`src/rtl/chg_delay_pkg.sv`:
```
`timescale 1ns/1ps
// Package: shared types for the change-triggered delay timer.
// Assumes: nothing beyond IEEE 1800-2017.
package chg_delay_pkg;

    // Action applied to the down-counter on a clock edge.
    typedef enum logic [1:0] {
        CNT_HOLD = 2'd0,
        CNT_LOAD = 2'd1,
        CNT_DEC  = 2'd2
    } cnt_action_e;

endpackage

```
`src/rtl/chg_detect.sv`:
```
`timescale 1ns/1ps
// Module: chg_detect
// Keeps the value sampled on the previous clock edge and flags a change
// when the present value differs from it.
// Assumes: delay_val is synchronous to clk; reset is synchronous, active low.
module chg_detect #(
    parameter int VAL_W = 8
) (
    input  logic             clk,
    input  logic             rst_n,
    input  logic [VAL_W-1:0] cur_val,
    output logic [VAL_W-1:0] prev_val,
    output logic             changed
);

    logic [VAL_W-1:0] prev_q;

    // Purpose: record the value seen on each edge; reset clears it to zero.
    always_ff @(posedge clk) begin
        if (!rst_n) prev_q <= '0;
        else        prev_q <= cur_val;
    end

    // Purpose: compare the present value against the recorded one.
    always_comb begin
        changed = (cur_val != prev_q);
    end

    assign prev_val = prev_q;

endmodule

```
`src/rtl/delay_downcounter.sv`:
```
`timescale 1ns/1ps
// Module: delay_downcounter
// Down-counter that loads a new length on request, otherwise counts
// toward zero and saturates there.
// Assumes: a load request has priority over decrementing.
module delay_downcounter
    import chg_delay_pkg::*;
#(
    parameter int VAL_W = 8
) (
    input  logic             clk,
    input  logic             rst_n,
    input  logic             load,
    input  logic [VAL_W-1:0] load_val,
    output logic [VAL_W-1:0] count,
    output logic             is_zero
);

    localparam logic [VAL_W-1:0] ONE = {{(VAL_W-1){1'b0}}, 1'b1};

    logic [VAL_W-1:0] cnt_q;
    cnt_action_e      action;

    // Purpose: choose load, decrement or hold for this edge.
    always_comb begin
        if (load)             action = CNT_LOAD;
        else if (cnt_q != '0) action = CNT_DEC;
        else                  action = CNT_HOLD;
    end

    // Purpose: apply the chosen action; reset clears the count.
    always_ff @(posedge clk) begin
        if (!rst_n) begin
            cnt_q <= '0;
        end else begin
            unique case (action)
                CNT_LOAD: cnt_q <= load_val;
                CNT_DEC:  cnt_q <= cnt_q - ONE;
                default:  cnt_q <= cnt_q;
            endcase
        end
    end

    // Purpose: flag the idle (zero) state.
    always_comb begin
        is_zero = ~|cnt_q;
    end

    assign count = cnt_q;

endmodule

```
`src/rtl/ready_gen.sv`:
```
`timescale 1ns/1ps
// Module: ready_gen
// Turns the counter's zero flag into the ready output.
// Assumes: the zero flag comes straight from the counter register.
module ready_gen (
    input  logic cnt_zero,
    output logic ready
);

    // Purpose: ready is high exactly while no delay is running.
    always_comb begin
        ready = cnt_zero;
    end

endmodule

```
`src/rtl/chg_delay_timer.sv`:
```
`timescale 1ns/1ps
// Module: chg_delay_timer (top)
// Delay timer started by any change of its value input; the new value is
// the delay length in clock cycles and ready is low while it runs.
// Assumes: delay_val is synchronous to clk; rst_n is synchronous, active low.
module chg_delay_timer #(
    parameter int VAL_W = 8
) (
    input  logic             clk,
    input  logic             rst_n,
    input  logic [VAL_W-1:0] delay_val,
    output logic             ready
);

    logic [VAL_W-1:0] prev_q;
    logic             val_changed;
    logic [VAL_W-1:0] cnt_q;
    logic             cnt_zero;

    chg_detect #(.VAL_W(VAL_W)) u_detect (
        .clk      (clk),
        .rst_n    (rst_n),
        .cur_val  (delay_val),
        .prev_val (prev_q),
        .changed  (val_changed)
    );

    delay_downcounter #(.VAL_W(VAL_W)) u_counter (
        .clk      (clk),
        .rst_n    (rst_n),
        .load     (val_changed),
        .load_val (delay_val),
        .count    (cnt_q),
        .is_zero  (cnt_zero)
    );

    ready_gen u_ready (
        .cnt_zero (cnt_zero),
        .ready    (ready)
    );

endmodule

```
`config.mk`:
```
export PLATFORM = sky130hd
export DESIGN_NAME = chg_delay_timer
export DESIGN_NICKNAME = d
export VERILOG_FILES = /design/src/rtl/chg_delay_pkg.sv /design/src/rtl/chg_detect.sv /design/src/rtl/delay_downcounter.sv /design/src/rtl/ready_gen.sv /design/src/rtl/chg_delay_timer.sv
export SDC_FILE = /design/constraint.sdc
export NUM_CORES = 1
export LEC_CHECK = 0
export ABC_AREA = 1
export BUFFER_PORTS_ARGS = -buffer_cell sky130_fd_sc_hd__buf_2
export CAP_MARGIN = 40
export CORE_MARGIN = 10
export CORE_UTILIZATION = 50
export CTS_CLUSTER_DIAMETER = 150
export CTS_CLUSTER_SIZE = 8
export DETAILED_ROUTE_END_ITERATION = 7
export PLACE_DENSITY = 0.7
export SLEW_MARGIN = 20
export SYNTH_ARGS = -nofsm -noshare
export SYNTH_HDL_FRONTEND = slang
export SYNTH_SLANG_ARGS = --single-unit
```
`constraint.sdc`:
```
create_clock -name clk -period 1.2 [get_ports clk]
set_input_delay 0.24 -clock clk [delete_from_list [all_inputs] [get_ports clk]]
set_output_delay 0.24 -clock clk [all_outputs]
set_load 0.01 [all_outputs]
```
==> results of run 1 <==
-- worst max-delay path, stage by stage, from the launching register on --
cell and delay [ns]:
dfxtp_2 0.33, inv_2 0.07, ha_4 0.13, nand2_4 0.05, nor3_4 0.13, buf_2 0.16
-- power by group through the flow --
| stage | sequential, mW | combinational (mW) | clock, mW |
|---|---|---|---|
| after floorplan | 0.589 | 0.160 | 0 |
| after global placement | 0.590 | 0.246 | 0 |
| after detailed placement | 0.591 | 0.253 | 0 |
| after CTS | 0.581 | 0.295 | 0.287 |
| after global routing | 0.588 | 0.351 | 0.320 |
| final | 0.584 | 0.313 | 0.273 |
-- through the flow --
step,TNS (ns),power [mW]
after floorplan,-0.487,0.749
after global placement,-0.496,0.836
after detailed placement,-0.771,0.845
after CTS,-1.40,1.16
after global routing,-1.72,1.26
final,-1.07,1.17
-- cell type report --
cell class	instances	area (um^2)	share of cell area
well taps	25	31.3	0.0237
multi-input cells	92	582	0.441
clock buffers	3	22.5	0.0171
repair buffers	32	219	0.166
inverters	34	135	0.102
flip-flops and latches	16	329	0.250
-- cell usage in the layout, fill, tap and decap left out, types with 3 or more instances in the layout --
cell      instances
a21oi_2           3
buf_2            10
buf_4            21
clkbuf_4          3
dfxtp_1           9
dfxtp_2           7
inv_1            25
inv_2             7
nand2_1          42
nand2_2          11
nand3_2           5
nor2_1            3
nor2_2            7
xor2_1            4
-- cell families (layout without fill, tap and decap cells) --
family	count (synthesis)	in the layout	synth area share
and+or+nand+nor	78	78	0.386
buffers and inverters	35	69	0.145
DFF	16	16	0.349
AOI/OAI and AO/OA	6	6	0.0355
xor gates and xnor gates	6	6	0.0573
adders and majority gates	2	2	0.0273
-- what timing repair did --
item,CTS,global route
setup endpoints to repair,9,9
pin swaps,11,2
resized for setup,26,14
setup buffers,5,2
-- sequential cells by signal, summed over array words and instances (netlist names) --
name and flops:
u_detect.prev_val 8, u_counter.count 8
-- layer usage --
layer	GRT usage	wire length, um
met5	0	0
met4	0.0615	51
met3	0.0215	48
met2	0.206	1080
met1	0.126	940
-- synth_stat cells --
cell type  number
inv_1          31
inv_2           2
xor2_1          5
nor2_8          1
nand2_4         1
nand2_1        53
ha_1            2
and2_1          2
o21ai_1         1
clkbuf_1        1
nand4_1         1
nor2_1          9
a21oi_1         4
o211ai_1        1
nor3_4          1
nand3_1         6
nand2_2         1
dfxtp_1        16
clkinv_2        1
xnor2_1         1
nor2_2          3
-- worst max-delay path by stage --
stage                       start                 end  slack (ns)  cells after the start
2_1_floorplan  u_counter.count[0]  u_counter.count[6]       -0.08                      9
3_3_place_gp   u_counter.count[0]  u_counter.count[2]       -0.07                      9
3_5_place_dp         delay_val[3]  u_counter.count[7]       -0.12                     11
4_1_cts        u_counter.count[1]               ready       -0.21                      5
5_1_grt        u_counter.count[1]               ready       -0.27                      5
6_report       u_counter.count[0]               ready       -0.20                      5
==> flow_summary.yaml, run 1 <==
synthesis:
  synth_nets: 155
  seq_area_frac_synth: 0.349
  synth.avg_cell_area_um2: 6.41
  ys_ff_latch: 16
  yosysWarnings: 0
  synth_area_leader_cell: "dfxtp_1"
  yosysUniqueCellTypes: 21
  synth_area_um2: 917
  synthTopCellsByArea: "dfxtp_1 (35%), nand2_1 (22%), inv_1 (13%)"
  syn_inst: 143
  synth_top_area_frac: 0.349
route:
  drtPass1Iterations: 4
  drtIter0Drc: 35
  drcViolationCount: 0
  ant_nets: 0
  wire_per_inst_um: 10.5
  wl_um: 2120
  via_per_inst: 4.43
  vias: 895
worst_setup_path:
  worstPathMaxFanout: 2
  reg2reg_depth: 10
  cp-start-kind: "flop"
  required_ns: 0.96
  reg2reg_slack_ns: -0.15
  timing.rr.start: "u_counter.count[0]"
  crit_type: "flop to primary output"
  r2r-end: "u_counter.count[7]"
  cp-end-kind: "primary output"
  cp_data_arrival_time_ns: 1.16
clock_tree:
  root_buffer: "clkbuf_4"
  cts_max_level: 1
  cts_sinks: 16
  hold_buffers: 0
  clk_latency_ns: 0.28
  numCtsBuffers: 3
  cts_tree: "done"
  clkTransAtPathRegs_ns: 0.09
  clk_path_buf_depth: 2
global_routing:
  grt_usage: 0.116
  antenna_found_initial: 0
  first_global_vias: 902
  grt_first_pass_wirelength_um: 3770
  grt-ovfl-total: 0
  grt_max_degree: 14
final_layout:
  area_growth_pct: 43.8
  post-route-util: 0.764
  finalInstanceArea_mm2: 0.00132
  num-fill-cells: 141
  antenna_cells: 0
  nets: 191
  fin_cells: 202
  drive_gt1_frac: 0.486
sta:
  fmaxAchievable_ghz: 0.716
  max-slew-margin-rel: 0.817
  drv_slew: 0
  period_needed_ns: 1.40
  min_period_over_period: 1.16
  tightest_slew_ns: 0.274
  setup_ws_ns: -0.197
  rsz0062_at_grt: "yes"
  setup_viol: 9
  clock_skew_ns: 0.00122
  hold_viol: 0
  hold_slack_ns: 0.190
flow_run:
  maxCapViolCount: 0
hold_path:
  min_from: "delay_val[4]"
  hold_class: "primary input to flop"
  min_path_cells: 3
  min_to: "u_detect.prev_val[4]"
pwr:
  power_density_mw_per_mm2: 887
  p_sw_frac: 0.298
  peakVddDrop_v: 0.000679
  comb_power_share: 0.268
  power.clock.fraction: 0.233
  net-switching-power_mw: 0.349
  power_frac_seq: 0.499
  p_leak_nw: 0.747
  power.internal_mw: 0.821
outcome:
  violations: "negative setup slack"
  outcome: "finished with violations"
placement:
  dp.cells: 194
  gp_congestion: 0.825
  dpl_cell_area_mm2: 0.00115
  place_ws_ns: -0.124
  dp_hpwl_um: 1500
  io_buffers: 10
floorplanning:
  die_x_um: 62.8
  die_area_mm2: 0.00395
  io_pins: 11
  placementRows: 15
  design.core.area_mm2: 0.00173
  start_util: 0.531
  die_y_um: 62.8
Power figures use the tool's default switching activity.
==> run 2, diff against run 1 <==
GPL_TIMING_DRIVEN = 0   (was not set)
SYNTH_HIERARCHICAL = 1   (was not set)
==> flow_summary.yaml, run 2 <==
synthesis:
  synthTopCellsByCount: "nand2_1 (46), inv_1 (21), dfxtp_1 (16)"
  yosysUniqueCellTypes: 22
  synth_area_um2: 930
  synthTopCellsByArea: "dfxtp_1 (34%), nand2_1 (19%), inv_1 (8.5%)"
  ys_async_sr_fraction: 0
  synth_area_leader_cell: "dfxtp_1"
  synth_edf_count: 0
  synth_nets: 148
  syn_inst: 136
  synth.avg_cell_area_um2: 6.84
  ys_ff_latch: 16
  synth_top_area_frac: 0.345
  seq_area_frac_synth: 0.345
  yosysWarnings: 6
  synthFlopType: "dfxtp_1"
  synth_most_common_cell: "nand2_1"
pwr:
  comb_power_share: 0.218
  power.internal_mw: 0.868
  power_density_mw_per_mm2: 985
  p_sw_frac: 0.272
  peakVddDrop_v: 0.000732
  p_leak_nw: 0.644
  net-switching-power_mw: 0.324
  power_frac_seq: 0.493
  power.clock.fraction: 0.290
floorplanning:
  io_pins: 11
  die_y_um: 63.1
  die_x_um: 63.1
  start_util: 0.533
  placementRows: 15
  design.core.area_mm2: 0.00175
  die_area_mm2: 0.00398
sta:
  setup_ws_ns: -0.207
  period_needed_ns: 1.41
  hold_viol: 0
  drv_slew: 0
  hold_slack_ns: 0.177
  min_period_over_period: 1.17
  fmaxAchievable_ghz: 0.711
  setup_viol: 9
  tightest_slew_ns: 0.231
  clock_skew_ns: 0.00188
  rsz0062_at_grt: "yes"
  max-slew-margin-rel: 0.846
worst_setup_path:
  cp_num_buf_inv: 3
  cp_common_cell: "buf_6"
  worstPathMaxFanout: 2
  cp_data_arrival_time_ns: 1.17
  path_delay_family: "flip-flops"
  cp-startpoint: "u_counter/count[0]"
  cp-start-kind: "flop"
  crit_chain: "inv_4 > ha_4 > nand2_4 > nor2_8 > buf_6 > buf_6"
  required_ns: 0.96
  timing.rr.start: "u_detect/prev_val[0]"
  cp-end-kind: "primary output"
  slowest_delay_ns: 0.36
  crit_slowest_cell: "dfxtp_2"
  crit_type: "flop to primary output"
route:
  drtIter0Drc: 14
  wl_um: 1910
  drcViolationCount: 0
  vias: 826
  drtPass1Iterations: 4
  via_per_inst: 4.51
  ant_nets: 0
  wire_per_inst_um: 10.4
final_layout:
  post-route-util: 0.693
  antenna_cells: 0
  drive_gt1_frac: 0.361
  final_common_cell: "nand2_1"
  final_cell_mix: "nand2_1 (44), inv_1 (19), buf_2 (10), nor2_1 (10), dfxtp_1 (10)"
  nets: 171
  area_growth_pct: 30.1
  num-fill-cells: 171
clock_tree:
  hold_buffers: 0
  numCtsBuffers: 3
  clk_latency_ns: 0.28
  cts_tree: "done"
  clk_path_buf_depth: 2
  root_buffer: "clkbuf_4"
  cts_max_level: 1
  cts_sinks: 16
  clkTransAtPathRegs_ns: 0.09
hold_path:
  hold_class: "primary input to flop"
  min_from: "delay_val[6]"
placement:
  gp_congestion: 0.764
  io_buffers: 10
  dp_hpwl_um: 1370
global_routing:
  grt_first_pass_wirelength_um: 3380
  grt-ovfl-total: 0
  grt_max_degree: 10
  first_global_vias: 791
  antenna_found_initial: 0
  grt_usage: 0.103
outcome:
  outcome: "finished with violations"
  violations: "negative setup slack"
flow_run:
  maxCapViolCount: 0
## run 2: cell count changes after synthesis, moves of 2 or more
| cell | before | now |
|---|---|---|
| inv_1 | 31 | 21 |
| nand2_1 | 53 | 46 |
| xnor2_1 | 1 | 6 |
| xor2_1 | 5 | 1 |
| nor2_1 | 9 | 12 |
| nor2_4 | 0 | 3 |
| a21oi_1 | 4 | 6 |
| and2_1 | 2 | 0 |
| buf_4 | 0 | 2 |
| inv_2 | 2 | 0 |
| nand2_2 | 1 | 3 |
| nor2_2 | 3 | 1 |
| o21bai_1 | 0 | 2 |
## run 2: layout make-up
cell class                 instances  area, um^2  area share
inverter                          22        92.6      0.0765
multi-input combinational         95         574       0.475
clock buffer                       4        36.3      0.0300
timing repair buffer              18         120      0.0993
sequential                        16         328       0.271
buffer                             3        27.5      0.0228
tap                               25        31.3      0.0259
## run 2: repair_timing
item | CTS | global route
gates resized for setup | 18 | 11
endpoints found under the setup margin | 9 | 9
endpoints found under the hold margin | 0 | 0
buffers inserted | 7 | 1
pin swaps | 10 | 9
gates cloned | 0 | 0
## run 2: routing by layer
layer / GRT usage / up-vias / part of all wire / wire (um)
met2: 0.192 / 9 / 0.55 / 1040
li1: - / 451 / - / -
met5: 0 / - / 0 / 0
met4: 0.0503 / 0 / 0.010 / 20
met1: 0.103 / 362 / 0.41 / 781
met3: 0.0283 / 4 / 0.032 / 62
## run 2: worst reg2reg max path, cell delays in order (launching register included)
cell and delay [ns]:
dfxtp_2 0.34, xnor2_2 0.13, nand2_1 0.07, nor2_1 0.10, nand2_1 0.08, buf_6 0.15
nor2_4 0.22, nand2_2 0.10, a21oi_2 0.14
## run 2: kinds of logic after synthesis
kind of cell / Yosys count / synth area share
xor+xnor: 7 / 0.0660
simple gates: 75 / 0.380
flops: 16 / 0.345
mux: 1 / 0.0108
fa+ha+maj: 2 / 0.0269
buf+inv: 25 / 0.113
compound gates: 10 / 0.0592
## run 2: final timing paths
| check | slack, ns | endpoint | depth (start not counted) |
|---|---|---|---|
| hold reg to reg | 0.59 | u_counter/count[0] | 4 |
| setup reg to reg | -0.17 | u_counter/count[4] | 8 |
| setup / recovery | -0.21 | ready | 6 |
| hold / removal | 0.18 | u_detect/prev_val[6] | 3 |
## run 2: power groups by stage
| stage | logic (mW) | registers (mW) | clock network (mW) |
|---|---|---|---|
| after CTS | 0.246 | 0.586 | 0.366 |
| after global placement | 0.201 | 0.593 | 0 |
| after floorplan | 0.156 | 0.591 | 0 |
| final | 0.260 | 0.587 | 0.345 |
| after global routing | 0.294 | 0.591 | 0.389 |
| after detailed placement | 0.206 | 0.595 | 0 |
## run 2: per-stage QoR
stage / setup slack, ns / total power, mW / TNS [ns] / cells / area, um^2
after global routing: -0.269 / 1.27 / -2.12 / 183 / 1210
after floorplan: 0.0132 / 0.747 / 0 / 136 / 933
after global placement: -0.155 / 0.795 / -1.11 / 171 / 1010
after detailed placement: -0.152 / 0.802 / -1.19 / 171 / 1010
after CTS: -0.220 / 1.20 / -0.779 / 182 / 1160
final: -0.207 / 1.19 / -1.24 / 183 / 1210
